==> config.mk <==
export PLATFORM = sky130hd
export DESIGN_NAME = serial_rx_flags
export DESIGN_NICKNAME = d
export VERILOG_FILES = /design/src/rtl/serial_rx_pkg.sv /design/src/rtl/srx_bit_sampler.sv /design/src/rtl/srx_frame_fsm.sv /design/src/rtl/srx_idle_det.sv /design/src/rtl/srx_status.sv /design/src/rtl/serial_rx_flags.sv
export SDC_FILE = /design/constraint.sdc
export NUM_CORES = 1
export LEC_CHECK = 0
export ABC_AREA = 1
export BUFFER_PORTS_ARGS = -buffer_cell sky130_fd_sc_hd__buf_2
export CAP_MARGIN = 10
export CORE_ASPECT_RATIO = 0.6
export CORE_MARGIN = 4
export CORE_UTILIZATION = 63
export CTS_CLUSTER_DIAMETER = 60
export DETAILED_ROUTE_END_ITERATION = 8
export PLACE_DENSITY = 0.85
export SETUP_SLACK_MARGIN = 0.5
export SLEW_MARGIN = 20
export SYNTH_ARGS = -nofsm -noshare
export SYNTH_HDL_FRONTEND = slang
export SYNTH_SLANG_ARGS = --single-unit
==> constraint.sdc <==
create_clock -name clk -period 4.5 [get_ports clk]
set_clock_uncertainty 0.05 [all_clocks]
set_input_delay 0.9 -clock clk [delete_from_list [all_inputs] [get_ports clk]]
set_output_delay 0.9 -clock clk [all_outputs]
set_load 0.005 [all_outputs]
==> src/rtl/serial_rx_pkg.sv <==
package serial_rx_pkg;

    typedef enum logic [2:0] {
        ST_HUNT,
        ST_START,
        ST_DATA,
        ST_PARITY,
        ST_STOP
    } rx_state_t;

    // flag positions inside the status vector
    localparam int NFLAGS   = 6;
    localparam int FL_FULL  = 0;
    localparam int FL_IDLE  = 1;
    localparam int FL_OVR   = 2;
    localparam int FL_NOISE = 3;
    localparam int FL_FRAME = 4;
    localparam int FL_PAR   = 5;

    // which flags feed which interrupt request
    localparam logic [NFLAGS-1:0] RX_GROUP  = 6'b000011;
    localparam logic [NFLAGS-1:0] ERR_GROUP = 6'b111100;

endpackage

==> src/rtl/srx_bit_sampler.sv <==
module srx_bit_sampler #(
    parameter int OVS   = 16,
    parameter int SYNC  = 2,
    localparam int PH_W = $clog2(OVS)
) (
    input  logic            clk,
    input  logic            rst_n,
    input  logic            rx_in,
    input  logic            tick,
    input  logic [PH_W-1:0] phase,
    output logic            rx_s,
    output logic            bit_ready,
    output logic            bit_val,
    output logic            bit_noise
);
    localparam int MID = OVS / 2;
    localparam logic [PH_W-1:0] PH_A = PH_W'(MID - 1);
    localparam logic [PH_W-1:0] PH_B = PH_W'(MID);
    localparam logic [PH_W-1:0] PH_C = PH_W'(MID + 1);

    logic [SYNC-1:0] sync_q;
    logic            samp_a, samp_b;

    // synchronizer, reset to the idle (high) level
    always_ff @(posedge clk or negedge rst_n) begin
        if (!rst_n) begin
            sync_q <= '1;
        end else begin
            sync_q <= {sync_q[SYNC-2:0], rx_in};
        end
    end

    assign rx_s = sync_q[SYNC-1];

    // first two of the three centre samples
    always_ff @(posedge clk or negedge rst_n) begin
        if (!rst_n) begin
            samp_a <= 1'b1;
            samp_b <= 1'b1;
        end else if (tick) begin
            if (phase == PH_A) samp_a <= rx_s;
            if (phase == PH_B) samp_b <= rx_s;
        end
    end

    // third sample is the live value; decide on that tick
    always_comb begin
        bit_ready = tick && (phase == PH_C);
        bit_val   = (samp_a & samp_b) | (samp_a & rx_s) | (samp_b & rx_s);
        bit_noise = !((samp_a == samp_b) && (samp_b == rx_s));
    end

endmodule

==> src/rtl/srx_frame_fsm.sv <==
module srx_frame_fsm
    import serial_rx_pkg::*;
#(
    parameter int OVS    = 16,
    parameter int DW     = 9,
    localparam int PH_W  = $clog2(OVS),
    localparam int IDX_W = $clog2(DW + 1)
) (
    input  logic            clk,
    input  logic            rst_n,
    input  logic            tick,
    input  logic            rx_s,
    input  logic            bit_ready,
    input  logic            bit_val,
    input  logic            bit_noise,
    input  logic            cfg_nine,
    input  logic            cfg_par_en,
    input  logic            cfg_par_odd,
    output logic [PH_W-1:0] phase,
    output logic            hunting,
    output logic            done,
    output logic [DW-1:0]   done_data,
    output logic            done_noise,
    output logic            done_frame,
    output logic            done_par
);
    rx_state_t        st, nxt;
    logic [IDX_W-1:0] bit_idx;
    logic [IDX_W-1:0] last_idx;
    logic [DW-1:0]    shreg;
    logic             noise_acc;
    logic             par_acc;
    logic             par_bad;

    assign last_idx = cfg_nine ? IDX_W'(DW - 1) : IDX_W'(DW - 2);

    // state register
    always_ff @(posedge clk or negedge rst_n) begin
        if (!rst_n) begin
            st <= ST_HUNT;
        end else begin
            st <= nxt;
        end
    end

    // next state
    always_comb begin
        nxt = st;
        unique case (st)
            ST_HUNT:   if (tick && !rx_s) nxt = ST_START;
            ST_START:  if (bit_ready) nxt = bit_val ? ST_HUNT : ST_DATA;
            ST_DATA:   if (bit_ready && (bit_idx == last_idx))
                           nxt = cfg_par_en ? ST_PARITY : ST_STOP;
            ST_PARITY: if (bit_ready) nxt = ST_STOP;
            ST_STOP:   if (bit_ready) nxt = ST_HUNT;
            default:   nxt = ST_HUNT;
        endcase
    end

    // bit timing and character assembly
    always_ff @(posedge clk or negedge rst_n) begin
        if (!rst_n) begin
            phase     <= '0;
            bit_idx   <= '0;
            shreg     <= '0;
            noise_acc <= 1'b0;
            par_acc   <= 1'b0;
            par_bad   <= 1'b0;
        end else if (st == ST_HUNT) begin
            phase <= '0;
            if (tick && !rx_s) begin
                phase     <= PH_W'(1);
                bit_idx   <= '0;
                shreg     <= '0;
                noise_acc <= 1'b0;
                par_acc   <= 1'b0;
                par_bad   <= 1'b0;
            end
        end else if (tick) begin
            phase <= phase + 1'b1;
            if (bit_ready) begin
                noise_acc <= noise_acc | bit_noise;
                if (st == ST_DATA) begin
                    shreg   <= {bit_val, shreg[DW-1:1]};
                    par_acc <= par_acc ^ bit_val;
                    bit_idx <= bit_idx + 1'b1;
                end
                if (st == ST_PARITY) begin
                    par_bad <= par_acc ^ bit_val ^ cfg_par_odd;
                end
            end
        end
    end

    // outputs
    always_comb begin
        hunting    = (st == ST_HUNT);
        done       = (st == ST_STOP) && bit_ready;
        done_data  = cfg_nine ? shreg : (shreg >> 1);
        done_noise = noise_acc | bit_noise;
        done_frame = !bit_val;
        done_par   = cfg_par_en && par_bad;
    end

endmodule

==> src/rtl/srx_idle_det.sv <==
module srx_idle_det #(
    parameter int OVS   = 16,
    parameter int DW    = 9,
    localparam int LONG_T  = OVS * (DW + 2),
    localparam int SHORT_T = OVS * (DW + 1),
    localparam int CW      = $clog2(LONG_T + 1)
) (
    input  logic clk,
    input  logic rst_n,
    input  logic tick,
    input  logic hunting,
    input  logic rx_s,
    input  logic cfg_nine,
    input  logic frame_done,
    output logic idle_set
);
    logic [CW-1:0] cnt;
    logic [CW-1:0] thr;
    logic          armed;
    logic          count_en;

    assign thr      = cfg_nine ? CW'(LONG_T) : CW'(SHORT_T);
    assign count_en = tick && hunting && rx_s;
    assign idle_set = armed && count_en && (cnt == thr - 1'b1);

    // consecutive high ticks while waiting for a start
    always_ff @(posedge clk or negedge rst_n) begin
        if (!rst_n) begin
            cnt <= '0;
        end else if (!hunting || (tick && !rx_s)) begin
            cnt <= '0;
        end else if (count_en && (cnt != thr)) begin
            cnt <= cnt + 1'b1;
        end
    end

    // one idle report per completed character
    always_ff @(posedge clk or negedge rst_n) begin
        if (!rst_n) begin
            armed <= 1'b0;
        end else if (frame_done) begin
            armed <= 1'b1;
        end else if (idle_set) begin
            armed <= 1'b0;
        end
    end

endmodule

==> src/rtl/srx_status.sv <==
module srx_status
    import serial_rx_pkg::*;
#(
    parameter int DW = 9
) (
    input  logic              clk,
    input  logic              rst_n,
    input  logic              done,
    input  logic [DW-1:0]     done_data,
    input  logic              done_noise,
    input  logic              done_frame,
    input  logic              done_par,
    input  logic              idle_set,
    input  logic              rd_status,
    input  logic              rd_data,
    input  logic [NFLAGS-1:0] ie,
    output logic [NFLAGS-1:0] flags,
    output logic [DW-1:0]     rx_data,
    output logic              irq_rx,
    output logic              irq_err
);
    logic [NFLAGS-1:0] set_v;
    logic [NFLAGS-1:0] clr_v;
    logic [NFLAGS-1:0] snap;
    logic [NFLAGS-1:0] masked;

    always_comb begin
        set_v           = '0;
        set_v[FL_FULL]  = done && !flags[FL_FULL];
        set_v[FL_IDLE]  = idle_set;
        set_v[FL_OVR]   = done && flags[FL_FULL];
        set_v[FL_NOISE] = done && done_noise;
        set_v[FL_FRAME] = done && done_frame;
        set_v[FL_PAR]   = done && done_par;
        clr_v           = rd_data ? snap : '0;
    end

    // flags seen at the status read, armed for the data read
    always_ff @(posedge clk or negedge rst_n) begin
        if (!rst_n) begin
            snap <= '0;
        end else if (rd_data) begin
            snap <= '0;
        end else if (rd_status) begin
            snap <= flags;
        end
    end

    generate
        for (genvar i = 0; i < NFLAGS; i++) begin : g_flag
            always_ff @(posedge clk or negedge rst_n) begin
                if (!rst_n) begin
                    flags[i] <= 1'b0;
                end else if (set_v[i]) begin
                    flags[i] <= 1'b1;
                end else if (clr_v[i]) begin
                    flags[i] <= 1'b0;
                end
            end
        end
    endgenerate

    // data register loads only when empty
    always_ff @(posedge clk or negedge rst_n) begin
        if (!rst_n) begin
            rx_data <= '0;
        end else if (set_v[FL_FULL]) begin
            rx_data <= done_data;
        end
    end

    always_comb begin
        masked  = flags & ie;
        irq_rx  = |(masked & RX_GROUP);
        irq_err = |(masked & ERR_GROUP);
    end

endmodule

==> src/rtl/serial_rx_flags.sv <==
module serial_rx_flags
    import serial_rx_pkg::*;
#(
    parameter int OVS  = 16,
    parameter int DW   = 9,
    parameter int SYNC = 2
) (
    input  logic          clk,
    input  logic          rst_n,
    input  logic          rx_in,
    input  logic          samp_tick,
    input  logic          cfg_nine,
    input  logic          cfg_par_en,
    input  logic          cfg_par_odd,
    input  logic          ie_full,
    input  logic          ie_idle,
    input  logic          ie_ovr,
    input  logic          ie_noise,
    input  logic          ie_frame,
    input  logic          ie_par,
    input  logic          rd_status,
    input  logic          rd_data,
    output logic [DW-1:0] rx_data,
    output logic          st_full,
    output logic          st_idle,
    output logic          st_ovr,
    output logic          st_noise,
    output logic          st_frame,
    output logic          st_par,
    output logic          irq_rx,
    output logic          irq_err
);
    localparam int PH_W = $clog2(OVS);

    logic [PH_W-1:0]   phase;
    logic              rx_s, bit_ready, bit_val, bit_noise;
    logic              hunting, done, done_noise, done_frame, done_par;
    logic [DW-1:0]     done_data;
    logic              idle_set;
    logic [NFLAGS-1:0] ie, flags;

    always_comb begin
        ie           = '0;
        ie[FL_FULL]  = ie_full;
        ie[FL_IDLE]  = ie_idle;
        ie[FL_OVR]   = ie_ovr;
        ie[FL_NOISE] = ie_noise;
        ie[FL_FRAME] = ie_frame;
        ie[FL_PAR]   = ie_par;
    end

    srx_bit_sampler #(.OVS(OVS), .SYNC(SYNC)) u_samp (
        .clk(clk), .rst_n(rst_n), .rx_in(rx_in), .tick(samp_tick),
        .phase(phase), .rx_s(rx_s), .bit_ready(bit_ready),
        .bit_val(bit_val), .bit_noise(bit_noise)
    );

    srx_frame_fsm #(.OVS(OVS), .DW(DW)) u_fsm (
        .clk(clk), .rst_n(rst_n), .tick(samp_tick), .rx_s(rx_s),
        .bit_ready(bit_ready), .bit_val(bit_val), .bit_noise(bit_noise),
        .cfg_nine(cfg_nine), .cfg_par_en(cfg_par_en), .cfg_par_odd(cfg_par_odd),
        .phase(phase), .hunting(hunting), .done(done), .done_data(done_data),
        .done_noise(done_noise), .done_frame(done_frame), .done_par(done_par)
    );

    srx_idle_det #(.OVS(OVS), .DW(DW)) u_idle (
        .clk(clk), .rst_n(rst_n), .tick(samp_tick), .hunting(hunting),
        .rx_s(rx_s), .cfg_nine(cfg_nine), .frame_done(done), .idle_set(idle_set)
    );

    srx_status #(.DW(DW)) u_stat (
        .clk(clk), .rst_n(rst_n), .done(done), .done_data(done_data),
        .done_noise(done_noise), .done_frame(done_frame), .done_par(done_par),
        .idle_set(idle_set), .rd_status(rd_status), .rd_data(rd_data),
        .ie(ie), .flags(flags), .rx_data(rx_data),
        .irq_rx(irq_rx), .irq_err(irq_err)
    );

    assign st_full  = flags[FL_FULL];
    assign st_idle  = flags[FL_IDLE];
    assign st_ovr   = flags[FL_OVR];
    assign st_noise = flags[FL_NOISE];
    assign st_frame = flags[FL_FRAME];
    assign st_par   = flags[FL_PAR];

endmodule

==> flow_metrics.tcl <==
set metrics [dict create \
    crit_chain "buf_2, a22o_1, buf_2" \
    core_area_um2 4640 \
    cts_buffers 9 \
    num_antenna_cells 0 \
    crit_family "buffers and inverters" \
    criticalPathCategory "input port to primary output" \
    antenna_found_initial 0 \
    vias 2602 \
    cp.required_ns 3.55 \
    fin_util_pct 73.5 \
    intPower_mw 0.876 \
    drive_gt1_share_pct 19.3 \
    cellPowerDensity_nw_per_um2 411 \
    drt-total-wl_um 6440 \
    async_reset_ff_share_pct 100 \
    post-route-period-util_pct 50.6 \
    synth_cells 380 \
    avgSynthCellArea_um2 8.06 \
    synth_top_area_share_pct 43.3 \
    track_usage_pct 23.6 \
    hold_viol_final 0 \
    dpl_cell_area_um2 3230 \
    synth_warnings 0 \
    grt.met1_usage_pct 32.5 \
    clockPowerShare_pct 29.8 \
    overflow 0 \
    yosysUniqueCellTypes 34 \
    crit_fanout 1 \
    p_total_mw 1.40 \
    use_met3_pct 7.47 \
    synth-edff-count 0 \
    placed_cells 466 \
    stdcell_area_um2 3410 \
    cts_tree "yes" \
    swShare_pct 37.4 \
    clk_pin_slew_ns 0.06 \
    crit_path_max_incr_delay_ns 0.21 \
    use_met2_pct 36.1 \
    synthTopCellsByArea "dfrtp_1, nand2_1, nand3_1, inv_1, o21ai_0" \
    drc 0 \
    cts_root_buffer "clkbuf_8" \
    final_cells 482 \
    switching_power_mw 0.523 \
    worst_pin_slew_ns 0.692 \
    antenna_left 0 \
    synth_seq_area_share_pct 46.8 \
    setup_ws_ns 2.22 \
    cp_slowest_cell "a22o_1" \
    hold_ws_ns 0.305 \
    die-area_um2 6080 \
    place.port_buffers 31 \
    period_minus_slack_ns 2.28 \
    gp_congestion 0.896 \
    rsz0062_at_grt "false" \
    first_iter_violations 214 \
    firstDrtPassIters 6 \
    synthTopCellsByCount "nand2_1, dfrtp_1, inv_1" \
    grt_max_degree 58 \
    top_usage_layer "met2" \
    irDropWorstVdd_uv 297 \
    drv_cap 0 \
    dp_hpwl_um 4750 \
    syn_to_final_growth_pct 11.2 \
    leakagePower_nw 1.78 \
    pre_cts_slack_ns 2.15 \
    fp.dieH_um 62 \
    hold_class "register to register" \
    timing.setup.tns_ns 0 \
    fp-row-count 19 \
    die_w_um 98 \
    grt_pass1_vias 2370 \
    start_kind "input port" \
    h-tree-depth 3 \
    pwr-share-seq_pct 42.6 \
    path_buf_inv 2 \
    setup_viol 0 \
    status "finished clean" \
    synthMostInstantiatedCell "nand2_1" \
    clock_path_buffers 2 \
    synth_area_um2 3060 \
    maxSlewViolCount 0 \
    postCtsHoldBufs 0 \
    clkLatencyLatePin_ns 0.34 \
    comb_power_share_pct 27.5 \
    wl_per_cell_um 13.4 \
    ioPinCount 32 \
    cts_setup_buffers 0 \
    grt_pass1_wl_um 11000 \
    max_freq_ghz 0.439 \
    critPathArrivalTime_ns 1.33 \
    synth_flop_cell "dfrtp_1" \
    vias_per_cell 5.40 \
    cts.sinks 57 \
    start_util_pct 66.0 \
    ys_seq_elements 57 \
    relSlewSlack_pct 53.9 \
    synth_nets 403 \
    cp-end-kind "primary output" \
    yosys.area.top_type "dfrtp_1" \
    nets 437 \
    cp_common_cell "buf_2" \
    post_cts_resized 0 \
]
layout by cell type, fill, tap and decap left out, types with 2 or more instances in the layout:
| master | instances |
|---|---|
| clkbuf_8 | 10 |
| nand3_1 | 38 |
| nand2_1 | 118 |
| nand4_1 | 10 |
| or2_2 | 2 |
| ha_1 | 8 |
| nor2_4 | 2 |
| dfstp_2 | 4 |
| inv_2 | 7 |
| o21ai_0 | 29 |
| o21ai_2 | 10 |
| clkinv_2 | 3 |
| a21oi_1 | 4 |
| nor2_1 | 22 |
| xor2_1 | 4 |
| dfrtp_1 | 53 |
| buf_2 | 31 |
| nand2_4 | 3 |
| inv_1 | 43 |
final cells by class:
| class | instances | area, um^2 |
|---|---|---|
| multi-input cells | 263 | 1360 |
| fillers | 359 | 1230 |
| clock buffers | 11 | 141 |
| clock inverters | 5 | 31.3 |
| inverters | 51 | 196 |
| repair buffers | 32 | 163 |
| well taps | 63 | 78.8 |
| flip-flops and latches | 57 | 1430 |
sequential cells by signal, indices dropped and copies added, names as in the netlist:
| signal | flops |
|---|---|
| u_fsm.bit_idx | 4 |
| u_fsm.noise_acc | 1 |
| u_fsm.par_acc | 1 |
| u_fsm.par_bad | 1 |
| u_fsm.phase | 4 |
| u_fsm.shreg | 9 |
| u_fsm.st | 3 |
| u_idle.armed | 1 |
| u_idle.cnt | 8 |
| u_samp.samp_a | 1 |
| u_samp.samp_b | 1 |
| u_samp.sync_q | 2 |
| u_stat.flags | 6 |
| u_stat.rx_data | 9 |
| u_stat.snap | 6 |
kinds of logic after synthesis:
group,count (synthesis),share of synthesized area (%)
adders and majority gates,8,3.27
buffers and inverters,60,8.70
AOI/OAI and AO/OA,50,10.3
DFF,57,46.8
and+or+nand+nor,200,29.5
xor gates and xnor gates,5,1.43
worst paths after layout:
| path | to | start | slack [ns] | cells past startpoint |
|---|---|---|---|---|
| max | irq_rx | ie_idle | 2.22 | 3 |
| max reg2reg | u_fsm.shreg[2] | u_fsm.phase[1] | 2.60 | 6 |
| min | u_samp.sync_q[1] | u_samp.sync_q[0] | 0.31 | 0 |
| max in group asynchronous | u_fsm.phase[0] | rst_n | 3.30 | 2 |
| min in group asynchronous | u_idle.cnt[6] | rst_n | 0.64 | 2 |
| min reg2reg | u_samp.sync_q[1] | u_samp.sync_q[0] | 0.31 | 0 |
power by group through the flow:
stage | combinational (mW) | clock (mW) | sequential [mW]
after global routing | 0.437 | 0.449 | 0.601
after detailed placement | 0.384 | 0 | 0.604
after global placement | 0.370 | 0 | 0.601
final | 0.385 | 0.417 | 0.596
after floorplan | 0.320 | 0 | 0.594
after CTS | 0.384 | 0.425 | 0.595
routing by layer:
layer  share of wire, %  wire length (um)
met2                 44              2820
met3                8.3               535
met5                  0                 0
met4                1.1                69
met1                 47              3020
Note: power is estimated with default switching activity, not from simulation.
